$ cat config.mk
export PLATFORM = sky130hd
export DESIGN_NAME = rws_bypass_ctrl
export DESIGN_NICKNAME = d
export VERILOG_FILES = /design/src/rtl/rwsb_pkg.sv /design/src/rtl/rwsb_home_dir.sv /design/src/rtl/rwsb_llc_tags.sv /design/src/rtl/rwsb_evict_router.sv /design/src/rtl/rws_bypass_ctrl.sv
export SDC_FILE = /design/constraint.sdc
export NUM_CORES = 1
export LEC_CHECK = 0
export BUFFER_PORTS_ARGS = -buffer_cell sky130_fd_sc_hd__buf_2
export CAP_MARGIN = 15
export CORE_MARGIN = 2
export CORE_UTILIZATION = 40
export CTS_CLUSTER_SIZE = 14
export DETAILED_ROUTE_END_ITERATION = 10
export SKIP_CTS_REPAIR_TIMING = 1
export SYNTH_ARGS = -nofsm -noshare
export SYNTH_HDL_FRONTEND = slang
export SYNTH_HIERARCHICAL = 1
export SYNTH_SLANG_ARGS = --single-unit
$ cat constraint.sdc
create_clock -name clk -period 4.1 [get_ports clk]
set_input_delay 0.41 -clock clk [delete_from_list [all_inputs] [get_ports clk]]
set_output_delay 0.41 -clock clk [all_outputs]
set_load 0.02 [all_outputs]
$ cat src/rtl/rwsb_pkg.sv
package rwsb_pkg;

  typedef enum logic [1:0] {
    DS_I = 2'b00,
    DS_S = 2'b01,
    DS_M = 2'b10
  } dstate_e;

  typedef enum logic [1:0] {
    OP_RD    = 2'b00,
    OP_WR    = 2'b01,
    OP_FLUSH = 2'b10,
    OP_FREE  = 2'b11
  } evop_e;

  typedef struct packed {
    dstate_e st;
    logic    rws;
  } dent_t;

  // next entry value for one coherence event
  function automatic dent_t dir_next(dent_t cur, evop_e op);
    dent_t n;
    n = cur;
    case (op)
      OP_RD: begin
        n.st  = DS_S;
        n.rws = cur.rws | (cur.st == DS_M);
      end
      OP_WR: begin
        n.st  = DS_M;
        n.rws = cur.rws | (cur.st == DS_M);
      end
      OP_FLUSH: begin
        if (cur.st == DS_M) begin
          n.st  = DS_S;
          n.rws = 1'b1;
        end
      end
      default: begin
        n.st  = DS_I;
        n.rws = 1'b0;
      end
    endcase
    return n;
  endfunction

  function automatic logic op_answers(evop_e op);
    return (op == OP_RD) || (op == OP_WR);
  endfunction

endpackage

$ cat src/rtl/rwsb_home_dir.sv
module rwsb_home_dir
  import rwsb_pkg::*;
#(
  parameter int ENTRIES = 16,
  localparam int IDX_W = $clog2(ENTRIES)
) (
  input  logic             clk,
  input  logic             rst_n,
  input  logic             ev_valid,
  output logic             ev_ready,
  input  logic [1:0]       ev_op,
  input  logic [IDX_W-1:0] ev_idx,
  output logic             rsp_valid,
  output logic [IDX_W-1:0] rsp_idx,
  output logic [1:0]       rsp_state,
  output logic             rsp_bypass
);

  dent_t tbl [ENTRIES];
  logic  ready_q;

  evop_e op;
  logic  ev_accept;
  dent_t cur_ent;
  dent_t nxt_ent;
  logic  rws_raise;

  assign op        = evop_e'(ev_op);
  assign ev_ready  = ready_q;
  assign ev_accept = ev_valid && ready_q;
  assign cur_ent   = tbl[ev_idx];
  assign nxt_ent   = dir_next(cur_ent, op);
  assign rws_raise = ev_accept && !cur_ent.rws && nxt_ent.rws;

  always_ff @(posedge clk) begin
    if (!rst_n) begin
      ready_q    <= 1'b0;
      rsp_valid  <= 1'b0;
      rsp_idx    <= '0;
      rsp_state  <= DS_I;
      rsp_bypass <= 1'b0;
      for (int i = 0; i < ENTRIES; i++) tbl[i] <= '{st: DS_I, rws: 1'b0};
    end else begin
      ready_q   <= 1'b1;
      rsp_valid <= ev_accept && op_answers(op);
      if (ev_accept) begin
        tbl[ev_idx] <= nxt_ent;
        rsp_idx     <= ev_idx;
        rsp_state   <= nxt_ent.st;
        rsp_bypass  <= nxt_ent.rws;
      end
    end
  end

  a_r7_rsp_after_miss: assert property (@(posedge clk) disable iff (!rst_n)
    (ev_accept && op_answers(op)) |=> (rsp_valid && rsp_idx == $past(ev_idx)));

  a_r3_fwd_sets_bypass: assert property (@(posedge clk) disable iff (!rst_n)
    (ev_accept && op == OP_RD && cur_ent.st == DS_M) |=> rsp_bypass);

  a_r6_free_no_rsp: assert property (@(posedge clk) disable iff (!rst_n)
    (ev_accept && op == OP_FREE) |=> !rsp_valid);

  a_r8_idle_no_rsp: assert property (@(posedge clk) disable iff (!rst_n)
    !ev_accept |=> !rsp_valid);

  a_r4_raise_only_from_m: assert property (@(posedge clk) disable iff (!rst_n)
    rws_raise |-> (cur_ent.st == DS_M));

endmodule

$ cat src/rtl/rwsb_llc_tags.sv
module rwsb_llc_tags #(
  parameter int LINES = 32,
  localparam int LINE_W = $clog2(LINES)
) (
  input  logic              clk,
  input  logic              rst_n,
  input  logic              fill_valid,
  input  logic [LINE_W-1:0] fill_line,
  input  logic              fill_bypass,
  input  logic              evict_valid,
  input  logic [LINE_W-1:0] evict_line,
  output logic              evict_byp,
  output logic              dc_fill_valid,
  output logic [LINE_W-1:0] dc_fill_line
);

  logic [LINES-1:0] byp_q;
  logic             dc_allowed;

  assign evict_byp  = byp_q[evict_line];
  assign dc_allowed = fill_valid && !fill_bypass;

  always_ff @(posedge clk) begin
    if (!rst_n) begin
      byp_q         <= '0;
      dc_fill_valid <= 1'b0;
      dc_fill_line  <= '0;
    end else begin
      if (evict_valid) byp_q[evict_line] <= 1'b0;
      if (fill_valid)  byp_q[fill_line]  <= fill_bypass;
      dc_fill_valid <= dc_allowed;
      if (dc_allowed) dc_fill_line <= fill_line;
    end
  end

  a_r9_bypass_no_dc_fill: assert property (@(posedge clk) disable iff (!rst_n)
    (fill_valid && fill_bypass) |=> !dc_fill_valid);

  a_r13_refill_wins: assert property (@(posedge clk) disable iff (!rst_n)
    fill_valid |=> (byp_q[$past(fill_line)] == $past(fill_bypass)));

endmodule

$ cat src/rtl/rwsb_evict_router.sv
module rwsb_evict_router #(
  parameter int LINE_W = 5
) (
  input  logic              clk,
  input  logic              rst_n,
  input  logic              evict_valid,
  input  logic [LINE_W-1:0] evict_line,
  input  logic              evict_dirty,
  input  logic              evict_byp,
  output logic              wb_mem_valid,
  output logic              wb_dc_valid,
  output logic [LINE_W-1:0] wb_line
);

  logic to_mem;
  logic to_dc;

  assign to_mem = evict_valid && evict_dirty && evict_byp;
  assign to_dc  = evict_valid && evict_dirty && !evict_byp;

  always_ff @(posedge clk) begin
    if (!rst_n) begin
      wb_mem_valid <= 1'b0;
      wb_dc_valid  <= 1'b0;
      wb_line      <= '0;
    end else begin
      wb_mem_valid <= to_mem;
      wb_dc_valid  <= to_dc;
      if (to_mem || to_dc) wb_line <= evict_line;
    end
  end

  a_r10_one_target: assert property (@(posedge clk) disable iff (!rst_n)
    !(wb_mem_valid && wb_dc_valid));

  a_r12_clean_silent: assert property (@(posedge clk) disable iff (!rst_n)
    (evict_valid && !evict_dirty) |=> (!wb_mem_valid && !wb_dc_valid));

endmodule

$ cat src/rtl/rws_bypass_ctrl.sv
module rws_bypass_ctrl #(
  parameter int DIR_ENTRIES = 16,
  parameter int LLC_LINES   = 32,
  localparam int DIR_W  = $clog2(DIR_ENTRIES),
  localparam int LINE_W = $clog2(LLC_LINES)
) (
  input  logic              clk,
  input  logic              rst_n,
  input  logic              ev_valid,
  output logic              ev_ready,
  input  logic [1:0]        ev_op,
  input  logic [DIR_W-1:0]  ev_idx,
  output logic              rsp_valid,
  output logic [DIR_W-1:0]  rsp_idx,
  output logic [1:0]        rsp_state,
  output logic              rsp_bypass,
  input  logic              fill_valid,
  input  logic [LINE_W-1:0] fill_line,
  input  logic              fill_bypass,
  output logic              dc_fill_valid,
  output logic [LINE_W-1:0] dc_fill_line,
  input  logic              evict_valid,
  input  logic [LINE_W-1:0] evict_line,
  input  logic              evict_dirty,
  output logic              wb_mem_valid,
  output logic              wb_dc_valid,
  output logic [LINE_W-1:0] wb_line
);

  logic evict_byp;

  rwsb_home_dir #(.ENTRIES(DIR_ENTRIES)) u_home (
    .clk(clk), .rst_n(rst_n),
    .ev_valid(ev_valid), .ev_ready(ev_ready), .ev_op(ev_op), .ev_idx(ev_idx),
    .rsp_valid(rsp_valid), .rsp_idx(rsp_idx), .rsp_state(rsp_state),
    .rsp_bypass(rsp_bypass)
  );

  rwsb_llc_tags #(.LINES(LLC_LINES)) u_tags (
    .clk(clk), .rst_n(rst_n),
    .fill_valid(fill_valid), .fill_line(fill_line), .fill_bypass(fill_bypass),
    .evict_valid(evict_valid), .evict_line(evict_line), .evict_byp(evict_byp),
    .dc_fill_valid(dc_fill_valid), .dc_fill_line(dc_fill_line)
  );

  rwsb_evict_router #(.LINE_W(LINE_W)) u_route (
    .clk(clk), .rst_n(rst_n),
    .evict_valid(evict_valid), .evict_line(evict_line),
    .evict_dirty(evict_dirty), .evict_byp(evict_byp),
    .wb_mem_valid(wb_mem_valid), .wb_dc_valid(wb_dc_valid), .wb_line(wb_line)
  );

endmodule

# == Word level (Yosys, flattened, before mapping) ==
# Memories as Yosys holds them, arrays and structs flattened.
# Index checks and enable logic that the tools add are counted.
# word_totals
register_bits,54
ram_bits,48
inputBits,23
output_inout_bits,22
word_cells,56
memories,1
# classes
n_lt_le_gt_ge,4
eq_ne,3
muxes,20
n_bitwise,3
n_reduce_logical,14
# memory_table
name,words,width,rd,rd_ports_with_merged_regs,write_ports,line_no,source
u_home.tbl,16,3,1,0,16,rwsb_home_dir.sv:19,dent_t tbl [ENTRIES];
# ops
operator,count
two-way mux 32 bit,3
AND 32 bit,1
bitwise mux 32 bit,1
NOT 32 bit,1
< comparator 5 x 6 -> 1 bit (second input constant),2
demux 1 bit (select 5 bit),2
>= comparator 5 x 1 -> 1 bit (second input constant),2
two-way mux 1 bit,9
one-hot mux 3 bit (3 select lines),1
logical AND 1 bit,8
two-way mux 3 bit,2
binary-select mux 1 bit (select 5 bit),1
equality test 2 bit (second input constant),2
two-way mux 4 bit,1
OR reduction 3 bit,1
equality test 2 x 1 -> 1 bit (second input constant),1
zero test 1 bit,2
zero test 2 bit,1
logical OR 1 bit,2
bitwise OR 1 bit,1

# == Depth between registers and ports, before layout ==
# depth
word_depth,10
mapped_depth,8

# == By module ==
# Netlist, hierarchy kept.
# by_module_without_submodules
module,n_inst,cells_per_inst,area_each_um2,seq_area_each_um2
rwsb_home_dir,1,217,2680.1,1621.6
rwsb_llc_tags,1,236,2194.6,760.7
rwsb_evict_router,1,27,246.5,140.1

# == Worst setup path before layout ==
# OpenSTA, ideal clock, no wires.
# synth_path
kind,input to register
from,input ev_idx[1]
to,memory u_home/tbl[6][1] (netlist name) (data pin)
setup_time_ps,255
t_arrival_ps,1962
required_ps,3845
path_slack_ps,1882
cell_stages,8
path_buffers,3
path_cell_list,clkbuf_1 > buf_2 > mux4_2 > nand2_1 > nand4_2 > o31ai_4 > buf_6 > nor2_1
# synth_lines
item,line_no,source
"start, declared",rws_bypass_ctrl.sv:12,"input logic [DIR_W-1:0] ev_idx,"
"end, declared",rwsb_home_dir.sv:19,

==> results.txt <==
Port-buffer cells -> 44
CP delay by family, top -> compound AO/OA/AOI/OAI gates
required time of the critical path -> 4.17 ns
critical path's slowest cell -> o31ai_4
pwr/cell area -> 392 mW/mm²
share of the yosys chip area belonging to registers -> 49.3%
utilization after layout -> 45.1%
WS Path Type -> in -> reg
total global-route track usage -> 20.1%
Root Buffer -> clkbuf_16
Synth cell types -> 48
EDFF count, synth -> 48
CTS buffer count -> 9
clk_lat worst skew -> 0.35 ns
Worst Skew -> 0.00776 ns
Post-Syn Instances -> 480
FILL cells -> 1141
Bufs and invs on worst path -> 1
highest cell delay on the worst timing path -> 0.64 ns
GR peak layer -> met2
setup TNS -> 0 ns
critical path data arrival time -> 2.55 ns
met2 Use GR -> 30.2%
YS warnings -> 6
Seq cells post-synth -> 102
RSZ-0062 raised after global routing -> false
leakage power -> 2.02 nW
relative slew slack -> 44.0%
initial antenna violation count -> 0
Antenna Violating Nets Remaining -> 0
GRT met3 Usage -> 3.91%
clk buf depth -> 2
die boundary height -> 117 µm
Initial Util -> 40.7%
Hold Path Class -> in -> reg
Iter 0 DRT Violations -> 368
DR vias/cell -> 5.92
Final Max Slew Viols -> 0
detailed-route DRC error count -> 0
n_diodes -> 0
max cap viols -> 0
Final Hold Fails -> 0
grt total ovfl -> 0
# H-tree levels -> 3
RD Place Congestion -> 0.815
Synth Area per Inst -> 10.7 µm²
first-pass GRT wire length -> 20800 µm
Async SR Flop Fraction -> 0%
CP startpoint kind -> input port
Worst Tran Pin Value -> 0.838 ns
final net count -> 521
Core Area -> 0.0126 mm²
via count -> 3997
PnR worst setup slack -> 1.61 ns
Area after DPL -> 0.00537 mm²
DR pass1 iterations -> 5
Worst VDD drop -> 0.000203 V
vias in the first global route -> 3918
post-layout min period -> 2.49 ns
clk sinks -> 102
Setup WS pre-CTS -> 1.26 ns
dpl hpwl -> 8530 µm
Mapped Area -> 0.00512 mm²
largest net degree at the start of global routing -> 77
Row Count -> 41
worst-path fanout max -> 17
CTS tree -> yes
DR WL/cell -> 19.6 µm
layout cells sized above 1 -> 16.5%
WL final -> 13200 µm
CP cell instances -> buf_2 -> mux4_1 -> a22oi_1 -> nand2_2 -> o31ai_4 -> nor2_1
Layout area overhead -> 10.7%
Ports -> 45
die area -> 0.0137 mm²
Final Power -> 2.22 mW
Achievable Freq -> 402 MHz
die width -> 117 µm
status -> finished, final reports clean
met1 Resource Use GR -> 28.0%
Syn Nets -> 503
crit end category -> flop
Tcrit/Tclk final -> 60.6%
post-route cell area -> 0.00567 mm²
Primary FF master, synth -> dfxtp_1
clk slew on worst S/H paths -> 0.07 ns
Final setup violation count -> 0
==> sequential cells by signal (all words and copies together), names as in the netlist <==
register	cells
u_home/tbl	48
u_tags/byp_q	32
u_route/wb_line	5
u_tags/dc_fill_line	5
u_home/rsp_idx	4
u_home/rsp_state	2
u_home/ev_ready	1
u_home/rsp_bypass	1
u_home/rsp_valid	1
u_route/wb_dc_valid	1
u_route/wb_mem_valid	1
u_tags/dc_fill_valid	1
==> metal layers <==
metal	part of all wire [%]	wire (µm)
met1	46	6090
met2	45	5950
met3	6.5	857
met4	2.3	306
met5	0	0
==> stage by stage <==
step                      hold WS, ns  cells
after floorplan                 0.438    480
after global placement          0.452    659
after detailed placement        0.459    659
after CTS                       0.341    675
after global routing            0.355    675
final                           0.349    675
==> synthesized netlist by cell type (2+ instances only) <==
cell type	count	area, µm²
nor3_1	23	115
nand3_1	38	190
a22oi_1	4	30.0
and3b_1	3	26.3
or2_1	2	12.5
nor2_1	40	150
mux4_1	11	289
o221ai_1	32	280
nor3b_1	2	15.0
o21ai_0	6	30.0
dfxtp_1	54	1080
nand3b_1	8	60.1
clkbuf_1	21	78.8
o211ai_1	2	15.0
nor3b_2	3	37.5
a21boi_0	4	30.0
and3_1	4	25.0
a21boi_1	32	240
buf_4	4	30.0
mux2i_1	15	150
buf_6	3	33.8
and4_2	2	20.0
o22ai_1	3	18.8
edfxtp_1	48	1440
or3b_1	5	43.8
nand2_1	57	214
nand4_1	5	31.3
a21oi_1	4	20.0
nor2b_1	9	56.3
and2_1	4	25.0
inv_1	4	15.0
mux4_2	4	90.1
buf_2	9	45.0
==> cell usage in the layout (no fill, tap or decap), drive strengths merged, types with 5 or more instances in the layout <==
cell type  instances
nor3b              5
nor2              40
nor2b             10
nand3             38
and2               5
nor3              24
nand2             58
o21ai              6
o221ai            32
nand4              6
dfxtp             54
mux4              15
buf               46
nand3b             8
clkbuf             9
a21boi            36
or3b               6
a21oi              5
inv                8
mux2i             15
edfxtp            48
==> final timing paths <==
kind	startpoint	to	slack, ns	cells after the start
max	ev_idx[0]	u_home/tbl[3][1]	1.61	6
min	evict_dirty	u_route/wb_dc_valid	0.35	3
max reg2reg	u_home/ev_ready	u_home/tbl[9][1]	1.68	5
min reg2reg	u_home/rsp_idx[3]	u_home/rsp_idx[3]	0.46	2
==> final cells by class <==
| class | instances | area, µm² | area share, % |
|---|---|---|---|
| well taps | 172 | 215 | 3.80 |
| clock inverters | 7 | 78.8 | 1.39 |
| repair buffers | 46 | 235 | 4.15 |
| multi-input cells | 335 | 2380 | 41.9 |
| inverters | 4 | 15.0 | 0.265 |
| flip-flops and latches | 102 | 2520 | 44.5 |
| clock buffers | 9 | 225 | 3.97 |
==> power by group <==
group          internal, mW  switching (mW)
registers              1.09          0.0123
clock network         0.483           0.402
logic                0.0726           0.162
total                  1.65           0.577
==> worst register-to-register path, delay by kind of cell, from the launching register on <==
family	cells	cell delay, ns
DFF	1	0.35
and+or+nand+nor	5	1.78
==> kinds of logic after synthesis <==
group / share of synthesized area (%)
AND/OR/NAND/NOR: 21.5
AO/OA/AOI/OAI: 14.6
multiplexers: 10.3
flip-flops: 49.3
buffers and inverters: 4.32
Power figures use the tool's default switching activity.
